File: config.mk
export PLATFORM = sky130hd
export DESIGN_NAME = adc_lane_serializer
export DESIGN_NICKNAME = d
export VERILOG_FILES = /design/src/rtl/adcser_pkg.sv /design/src/rtl/adcser_bit_timer.sv /design/src/rtl/adcser_sample_delay.sv /design/src/rtl/adcser_lane_shifter.sv /design/src/rtl/adc_lane_serializer.sv
export SDC_FILE = /design/constraint.sdc
export NUM_CORES = 1
export LEC_CHECK = 0
export ABC_AREA = 1
export ABC_CLOCK_PERIOD_IN_PS = 6150
export BUFFER_PORTS_ARGS = -buffer_cell sky130_fd_sc_hd__buf_2
export CORE_MARGIN = 1
export CORE_UTILIZATION = 50
export CTS_CLUSTER_DIAMETER = 100
export DETAILED_ROUTE_END_ITERATION = 16
export GPL_TIMING_DRIVEN = 1
export PLACE_DENSITY_LB_ADDON = 0.3
export SLEW_MARGIN = 20
export SYNTH_ARGS = -nofsm -noshare
export SYNTH_HDL_FRONTEND = slang
export SYNTH_SLANG_ARGS = --single-unit
File: constraint.sdc
create_clock -name clk -period 6.15 [get_ports clk]
set_input_delay 0.615 -clock clk [delete_from_list [all_inputs] [get_ports clk]]
set_output_delay 0.615 -clock clk [all_outputs]
set_load 0.005 [all_outputs]
File: src/rtl/adcser_pkg.sv
package adcser_pkg;

  // width of one conversion code
  localparam int unsigned CODE_W = 12;

  // one pipeline entry: the code and the overrange flag that came with it
  typedef struct packed {
    logic              ovr;
    logic [CODE_W-1:0] code;
  } sample_t;

  localparam int unsigned SAMPLE_W = $bits(sample_t);

endpackage

File: src/rtl/adcser_bit_timer.sv
module adcser_bit_timer #(
  parameter int unsigned NARROW_W = 12,
  parameter int unsigned WIDE_W   = 14
) (
  input  logic clk,
  input  logic rst,
  input  logic wide_mode_i,
  output logic step_o,
  output logic wrap_o,
  output logic frame_o,
  output logic dco_o
);
  localparam int unsigned CNT_W = $clog2(WIDE_W);
  localparam logic [CNT_W-1:0] NARROW_LAST = CNT_W'(NARROW_W - 1);
  localparam logic [CNT_W-1:0] WIDE_LAST   = CNT_W'(WIDE_W - 1);
  localparam logic [CNT_W-1:0] NARROW_HALF = CNT_W'((NARROW_W + 1) / 2);
  localparam logic [CNT_W-1:0] WIDE_HALF   = CNT_W'((WIDE_W + 1) / 2);

  logic             phase_q;
  logic             mode_q;
  logic             frame_q;
  logic [CNT_W-1:0] bit_cnt;
  logic [CNT_W-1:0] last_idx;
  logic [CNT_W-1:0] half_idx;
  logic [CNT_W-1:0] cnt_nxt;
  logic             wrap;

  assign last_idx = mode_q ? WIDE_LAST : NARROW_LAST;
  assign half_idx = mode_q ? WIDE_HALF : NARROW_HALF;
  assign cnt_nxt  = bit_cnt + 1'b1;
  assign wrap     = phase_q && (bit_cnt == last_idx);

  always_ff @(posedge clk) begin
    if (rst) begin
      phase_q <= 1'b0;
      mode_q  <= wide_mode_i;
      frame_q <= 1'b0;
      bit_cnt <= wide_mode_i ? WIDE_LAST : NARROW_LAST;
    end else begin
      phase_q <= ~phase_q;
      if (phase_q) begin
        if (wrap) begin
          bit_cnt <= '0;
          mode_q  <= wide_mode_i;
          frame_q <= 1'b1;
        end else begin
          bit_cnt <= cnt_nxt;
          frame_q <= (cnt_nxt < half_idx);
        end
      end
    end
  end

  assign step_o  = phase_q;
  assign wrap_o  = wrap;
  assign frame_o = frame_q;
  assign dco_o   = phase_q;


  dco_toggle_chk: assert property (@(posedge clk) disable iff (rst)
    !$past(rst) |-> (dco_o != $past(dco_o)));


  frame_rise_chk: assert property (@(posedge clk) disable iff (rst)
    $rose(frame_o) |-> (bit_cnt == '0));


  cnt_range_chk: assert property (@(posedge clk) disable iff (rst)
    bit_cnt <= last_idx);


  mode_hold_chk: assert property (@(posedge clk) disable iff (rst)
    (!$past(rst) && !$stable(mode_q)) |-> $past(wrap));

endmodule

File: src/rtl/adcser_sample_delay.sv
module adcser_sample_delay #(
  parameter int unsigned DEPTH = 6,
  parameter int unsigned W     = 13
) (
  input  logic         clk,
  input  logic         rst,
  input  logic         adv_i,
  input  logic [W-1:0] in_i,
  output logic [W-1:0] out_o
);
  logic [W-1:0] stage [DEPTH];

  always_ff @(posedge clk) begin
    if (rst) stage[0] <= '0;
    else if (adv_i) stage[0] <= in_i;
  end

  for (genvar g = 1; g < DEPTH; g++) begin : g_stage
    always_ff @(posedge clk) begin
      if (rst) stage[g] <= '0;
      else if (adv_i) stage[g] <= stage[g-1];
    end
  end

  assign out_o = stage[DEPTH-1];

endmodule

File: src/rtl/adcser_lane_shifter.sv
module adcser_lane_shifter
  import adcser_pkg::*;
#(
  parameter int unsigned PAD_W = 2
) (
  input  logic    clk,
  input  logic    rst,
  input  logic    step_i,
  input  logic    load_i,
  input  sample_t word_i,
  output logic    lane_o
);
  localparam int unsigned SR_W = CODE_W + PAD_W;

  logic [SR_W-1:0] sr_q;

  always_ff @(posedge clk) begin
    if (rst) begin
      sr_q <= '0;
    end else if (load_i) begin
      sr_q <= {word_i.code, {PAD_W{word_i.ovr}}};
    end else if (step_i) begin
      sr_q <= {sr_q[SR_W-2:0], 1'b0};
    end
  end

  assign lane_o = sr_q[SR_W-1];


  pad_zero_chk: assert property (@(posedge clk) disable iff (rst)
    (load_i && !word_i.ovr) |=> (sr_q[PAD_W-1:0] == '0));


  lane_slot_chk: assert property (@(posedge clk) disable iff (rst)
    (!$past(rst) && !$stable(lane_o)) |-> $past(step_i));

endmodule

File: src/rtl/adc_lane_serializer.sv
module adc_lane_serializer
  import adcser_pkg::*;
#(
  parameter int unsigned PAD_W   = 2,
  parameter int unsigned LATENCY = 6
) (
  input  logic              clk,
  input  logic              rst,
  input  logic [CODE_W-1:0] code_i,
  input  logic              ovr_i,
  input  logic              wide_mode_i,
  output logic              lane_a_o,
  output logic              lane_b_o,
  output logic              lane_b_oe_o,
  output logic              frame_o,
  output logic              dco_o
);
  localparam int unsigned WIDE_W = CODE_W + PAD_W;

  logic    step;
  logic    wrap;
  sample_t cap_word;
  sample_t out_word;
  logic    lane_b_q;
  logic    lane_b_oe_q;

  assign cap_word = '{ovr: ovr_i, code: code_i};

  adcser_bit_timer #(
    .NARROW_W (CODE_W),
    .WIDE_W   (WIDE_W)
  ) i_timer (
    .clk         (clk),
    .rst         (rst),
    .wide_mode_i (wide_mode_i),
    .step_o      (step),
    .wrap_o      (wrap),
    .frame_o     (frame_o),
    .dco_o       (dco_o)
  );

  adcser_sample_delay #(
    .DEPTH (LATENCY),
    .W     (SAMPLE_W)
  ) i_delay (
    .clk   (clk),
    .rst   (rst),
    .adv_i (wrap),
    .in_i  (cap_word),
    .out_o (out_word)
  );

  adcser_lane_shifter #(
    .PAD_W (PAD_W)
  ) i_shift (
    .clk    (clk),
    .rst    (rst),
    .step_i (step),
    .load_i (wrap),
    .word_i (out_word),
    .lane_o (lane_a_o)
  );

  // second lane is parked: data and enable are registered idle zeros
  always_ff @(posedge clk) begin
    lane_b_q    <= 1'b0;
    lane_b_oe_q <= 1'b0;
  end

  assign lane_b_o    = lane_b_q;
  assign lane_b_oe_o = lane_b_oe_q;

endmodule

# Yosys cells after proc, flatten, opt, wreduce, memory -nomap -nowiden
# Memory sizes are Yosys's and may differ from the RTL's.
# Cells that the tools add are included.
[word_totals]
reg_bits = 21
ram_bits = 78
in_bits = 16
out_inout_bits = 5
wordCells = 44
mem_count = 1
[classes]
addsub = 1
magnitude_cmp = 1
eq_ne = 1
mux = 23
n_bitwise = 7
n_reduce_logical = 5
[mem_list]
columns = ["memory", "words", "width", "rd", "rd_ports_with_merged_regs", "wr", "line", "rtl"]
rows = [
  ["i_delay.stage", 6, 13, 6, 0, 6, "adcser_sample_delay.sv:11", "logic [W-1:0] stage [DEPTH];"],
]
[op_table]
columns = ["operator", "count"]
rows = [
  ["$mux W13", 6],
  ["$mux W14", 2],
  ["$mux W4", 3],
  ["$mux W1", 10],
  ["$mux W3", 2],
  ["$or A1 B1 Y1", 6],
  ["$reduce_bool A2 Y1", 3],
  ["$add A4 B1 Y4 const B", 1],
  ["$eq A4 B4 Y1", 1],
  ["$lt A4 B4 Y1", 1],
  ["$reduce_and A2 Y1", 1],
  ["$logic_and A1 B1 Y1", 1],
  ["$not A1 Y1", 1],
]

# Logic depth before layout (Yosys ltp)
[depth]
depth_word = 7
ltp_mapped = 8
ltp_nobuf = 8

# Cells and area by module
# Synthesis repeated with hierarchy kept, for this count alone.
[hier_totals]
cells_unflattened = 413
area_unflattened_um2 = 4176.5
[by_module_without_submodules]
columns = ["mod", "instances", "cells_each", "area_per_inst_um2", "seq_area_each_um2"]
rows = [
  ["adcser_sample_delay", 1, 258, 3100.5, 2342.2],
  ["adcser_lane_shifter", 1, 104, 675.6, 280.3],
  ["adcser_bit_timer", 1, 48, 381.6, 190.2],
  ["adc_lane_serializer", 1, 3, 18.8, 0.0],
]

# Least setup slack after synthesis
# No wires, ideal clock.
[synth_path]
kind = "register -> register"
startpoint = "register i_timer.bit_cnt[1]"
endpoint = "register i_timer.bit_cnt[1] (data pin)"
setup_ns = 0.352
arrival_ns = 2.849
t_required_ns = 5.798
slack_ns = 2.949
stages_incl_launch_ff = 8
path_buffers = 1
period_less_slack_ns = 3.201
path_cell_list = "edfxtp_1 -> inv_1 -> nand2_1 -> nand2_2 -> nand3_4 -> buf_2 -> nand2_1 -> o22ai_1"
[synth_between]
elab_chain_cells = 5
word_cells_on_any_way = 6
cone_classes = "add/sub: 1; eq/ne: 1; mux: 3; reduce/logical: 1"
[synth_lines]
columns = ["element", "line", "rtl"]
rows = [
  ["start, declared", "adcser_bit_timer.sv:22", "logic [CNT_W-1:0] bit_cnt;"],
  ["start signal, assigned", "adcser_bit_timer.sv:38", "bit_cnt <= wide_mode_i ? WIDE_LAST : NARROW_LAST;"],
  ["start signal, assigned", "adcser_bit_timer.sv:47", "bit_cnt <= cnt_nxt;"],
  ["branches (longest 2 deep; another with $add A4 B1 Y4)", "n/a", ""],
  ["$mux W4 *", "adcser_bit_timer.sv:42", "if (wrap) begin"],
  ["$mux W4 *", "adcser_bit_timer.sv:41", "if (phase_q) begin"],
  ["$mux W4 *", "adcser_bit_timer.sv:34", "if (rst) begin"],
]
# Every way passes the cells marked *. The select of a mux whose other input is x is not followed.
# A chain may end at the register's enable or synchronous reset.

# Worst setup path in the final report
[layout_path]
startpoint = "register i_timer.bit_cnt[2]"
endpoint = "register i_timer.bit_cnt[1] (data pin)"
[layout_between]
elab_chain_cells = 5
[layout_lines]
columns = ["element", "line", "rtl"]
rows = [
  ["$eq A4 B4 Y1", "adcser_bit_timer.sv:31", "assign wrap = phase_q && (bit_cnt == last_idx);"],
  ["$logic_and A1 B1 Y1", "adcser_bit_timer.sv:31", ""],
  ["$mux W4", "adcser_bit_timer.sv:42", ""],
  ["$mux W4", "adcser_bit_timer.sv:41", ""],
  ["$mux W4", "adcser_bit_timer.sv:34", ""],
]
# Every way passes these cells. The select of a mux whose other input is x is not followed.

==> flow_results.org <==
** Die
- For this configuration, the core starts out at a cell density of a little over half.
- In this run the horizontal extent of the chip is about 93 µm.
- The die is slightly above 90 µm tall.
- The floorplan step defined a core boundary enclosing roughly 7800 µm².
- The floorplan step defined a die boundary enclosing ~8600 µm².
- In this run the core area contains 32 standard-cell rows.
- For this design the top-level I/O count stands at 21.

** STA
- Final-layout setup total negative slack :: 0 ns
- Peak clock frequency supported by timing :: 0.4085 GHz
- The worst pin sits at a relative slew slack of approximately a third.
- Post-layout minimum cycle time :: about 2.4 ns
- Unrepaired setup endpoints after global routing :: false
- Final hold violation count :: 0
- Post-route fraction of the period consumed by the critical path :: 39.81%
- Setup violations remaining at the end of the flow were counted as 0.
- For the pin with the worst max-slew slack, the measured transition is between 0.9 and 1 ns.
- For the final database, setup skew stands at 0.009288 ns.
- Max-slew violations :: 0

** Yosys
- Post-Synth Simple-Gate Area :: 16.74%
- A synthesized cell averages 10.60 µm².
- The most common cell in the synthesized netlist is sky130_fd_sc_hd__inv_1.
- Synthesis produced a netlist whose cell count is between 300 and 400.
- Yosys mapped a number of flops with a built-in enable equal to 83.
- Cells taking the most area after synthesis :: sky130_fd_sc_hd__edfxtp_1, sky130_fd_sc_hd__inv_1, sky130_fd_sc_hd__dfxtp_1
- In the synthesized netlist, the cells that appear most often are sky130_fd_sc_hd__inv_1, sky130_fd_sc_hd__edfxtp_1, sky130_fd_sc_hd__nor2_1, sky130_fd_sc_hd__nand2_1, sky130_fd_sc_hd__nor2_2.
- Flip-flop and latch count after synthesis :: between 90 and 100
- For this run, asynchronously set or reset flops after synthesis account for 0%.
- Synth warnings :: 0
- After synthesis, the netlist uses 24 different library cells.
- Area leader, netlist :: sky130_fd_sc_hd__edfxtp_1
- The synthesized netlist devotes 0.2119% of its cell area to XOR and XNOR gates.
- Sequential elements use around two thirds of the synthesized area.
- Main synth FF type :: sky130_fd_sc_hd__edfxtp_1
- Synth Area in Adders :: less than 1%
- After synthesis, the largest family of logic cells by area is simple AND/OR/NAND/NOR gates.
- Of the post-synthesis cell area, the part taken by muxes is 0%.
- Synthesized-area fraction occupied by ao, oa, aoi and oai cells :: 2.421%
- Cell area after technology mapping :: between 4000 and 5000 µm²
- Share of the synthesized area in the top cell type :: around three fifths

** Clock network
- The clock passes through at most 2 buffers.
- Post CTS Setup Buffer Count :: 0
- The number of hold buffers added after CTS was 0.
- Buffer type at the clock tree root :: sky130_fd_sc_hd__clkbuf_8
- Number of clock buffers inserted by TritonCTS :: 9
- CTS built an H-tree with a depth of 3.
- Number of sinks driven by the clock tree :: 99
- CTS tree :: built
- Gates resized during post-CTS repair numbered 0.
- Worst skew pair latency :: ~0.35 ns
- Clk pin slew, worst setup/hold paths :: 0.09 ns

** Worst setup path
- In this design, the largest share of critical-path delay is due to simple AND/OR/NAND/NOR gates.
- Slowest cell on the critical path :: sky130_fd_sc_hd__nand2_4
- For this run, the slowest stage of the critical path takes 0.80 ns.
- Startpoint type of the worst setup path :: flip-flop
- WP data arrival :: about 2.5 ns
- Cells traversed along the worst timing path :: o21bai_4, nand3_4, nand2_4, o22ai_1
- The critical path in this run is classified as flip-flop to flip-flop.
- Of all nets on the critical path, the largest fanout is 79.
- Nature of the critical path endpoint :: flip-flop
- Required @ worst endpoint :: between 6 and 7 ns
- Count of buffering cells on the critical path with inverters included :: 0

** Drt
- Using the TritonRoute via totals, the vias-per-cell ratio works out to ~4.6.
- In the routed design, unresolved DRC markers number 0.
- Vias :: roughly 2,300
- In the final routed layout, each cell accounts on average for around 10 µm.
- 1st-iter DRT viols :: 151
- Detailed-route wire length :: 5.323 mm
- The count of nets left with antenna violations once routing finished came out at 0.
- The pre-antenna-repair detailed-routing pass consisted of 4 iterations.

** GRT
- Antenna violations before repair :: 0
- Via count of the first global-routing pass :: about 2,200
- Global routing finished with a remaining overflow of 0.
- Entering global routing, the biggest net connects 80 pins.
- Across every metal layer, demand over resource in global routing totals about 14%.
- The first global-routing pass estimated between 9 and 10 mm of wire.

** Worst hold path
- Class of the most critical hold timing path :: flip-flop to flip-flop

** Power and ir drop
- Power spread over the standard cell area amounts to 282.4 nW/µm².
- Summed over all cells, the static leakage comes to ~0.0019 µW.
- Worst vdd ir :: 143.8 µV
- Overall power consumption after layout is estimated at approximately 1300 µW.

** Finish
- ANT cells :: 0
- Fraction of layout instances using a drive strength above 1 :: 14.67%
- At the end of the flow, the number of nets in the layout was 422.
- Layout overhead on the synthesized area :: 8.021%

** Placed design
- Routability-driven placement congestion ratio :: 0.8001
- Port buffering added 18 buffers.
- Post-DP HPWL :: about 3.1 mm

** Flow run
- Across the run, the number of max-cap violations was 0.

** Status
- Result of the run :: complete, no violations
[cell families (layout without fill, tap and decap cells)]
family          Yosys count  in the layout
buf+inv                 125            143
flops                    99             99
compound gates           17             17
fa+ha+maj                 1              1
xor+xnor                  1              1
other cells               1              2
simple gates            146            146
[per-layer routing]
| metal | GRT usage (%) | part of all wire [%] | vias to the layer above |
|---|---|---|---|
| li1 | - | - | 1224 |
| met3 | 5.255 | 2.9 | 8 |
| met1 | 13.96 | 44 | 1063 |
| met4 | 5.385 | 1.7 | 0 |
| met2 | 25.61 | 52 | 32 |
| met5 | 0 | 0 | - |
[worst min-delay path, cell delays in order (launching register included)]
cell	delay, ns
sky130_fd_sc_hd__dfxtp_1	0.32
sky130_fd_sc_hd__nand2_1	0.06
sky130_fd_sc_hd__nand2_1	0.05
[worst paths after layout]
| path | slack (ns) | from | depth (start not counted) | end |
|---|---|---|---|---|
| setup / recovery | 3.70 | i_timer.bit_cnt[2] | 4 | i_timer.bit_cnt[1] |
| hold / removal | 0.47 | i_shift.sr_q[13] | 2 | i_shift.sr_q[13] |
| setup reg to reg | 3.70 | i_timer.bit_cnt[2] | 4 | i_timer.bit_cnt[1] |
| hold reg to reg | 0.47 | i_shift.sr_q[13] | 2 | i_shift.sr_q[13] |
[sequential cells by signal, summed over array words and instances (netlist names)]
register / count
i_timer.frame_o: 1
i_shift.sr_q: 14
i_timer.mode_q: 1
i_timer.dco_o: 1
i_delay.stage: 78
i_timer.bit_cnt: 4
[placed cells by master, fill, tap and decap left out, drive strengths merged, types with 2 or more instances in the layout]
cell type / count
clkbuf: 9
nand2: 33
inv: 110
conb: 2
nand3: 17
dfxtp: 16
o21ai: 12
buf: 19
a21oi: 3
clkinvlp: 3
nand4: 14
nor2: 82
edfxtp: 83
[report_power, final]
part | switching (µW) | internal (µW) | total, µW
registers | 13.6 | 767 | 780
clock network | 209 | 186 | 395
logic | 61.6 | 23.7 | 85.3
[metrics by stage]
step	instances	hold slack (ns)	cell area, µm²	utilization [%]	setup WS [ns]
after floorplan	391	0.4283	4138	-	2.949
after global placement	496	0.4389	4275	54.48	3.775
after detailed placement	496	0.4550	4275	54.48	3.691
after CTS	511	0.4701	4466	56.90	3.682
after global routing	511	0.4757	4466	56.90	3.529
final	511	0.4666	4466	56.90	3.702
[final cells by class]
class	count	area (µm²)
clock buffers	9	123.9
clock inverters	6	66.31
fillers	664	3382
inverters	109	409.1
multi-input cells	167	828.3
flip-flops and latches	99	2813
well taps	102	127.6
repair buffers	19	97.59
Power figures use the tool's default switching activity.
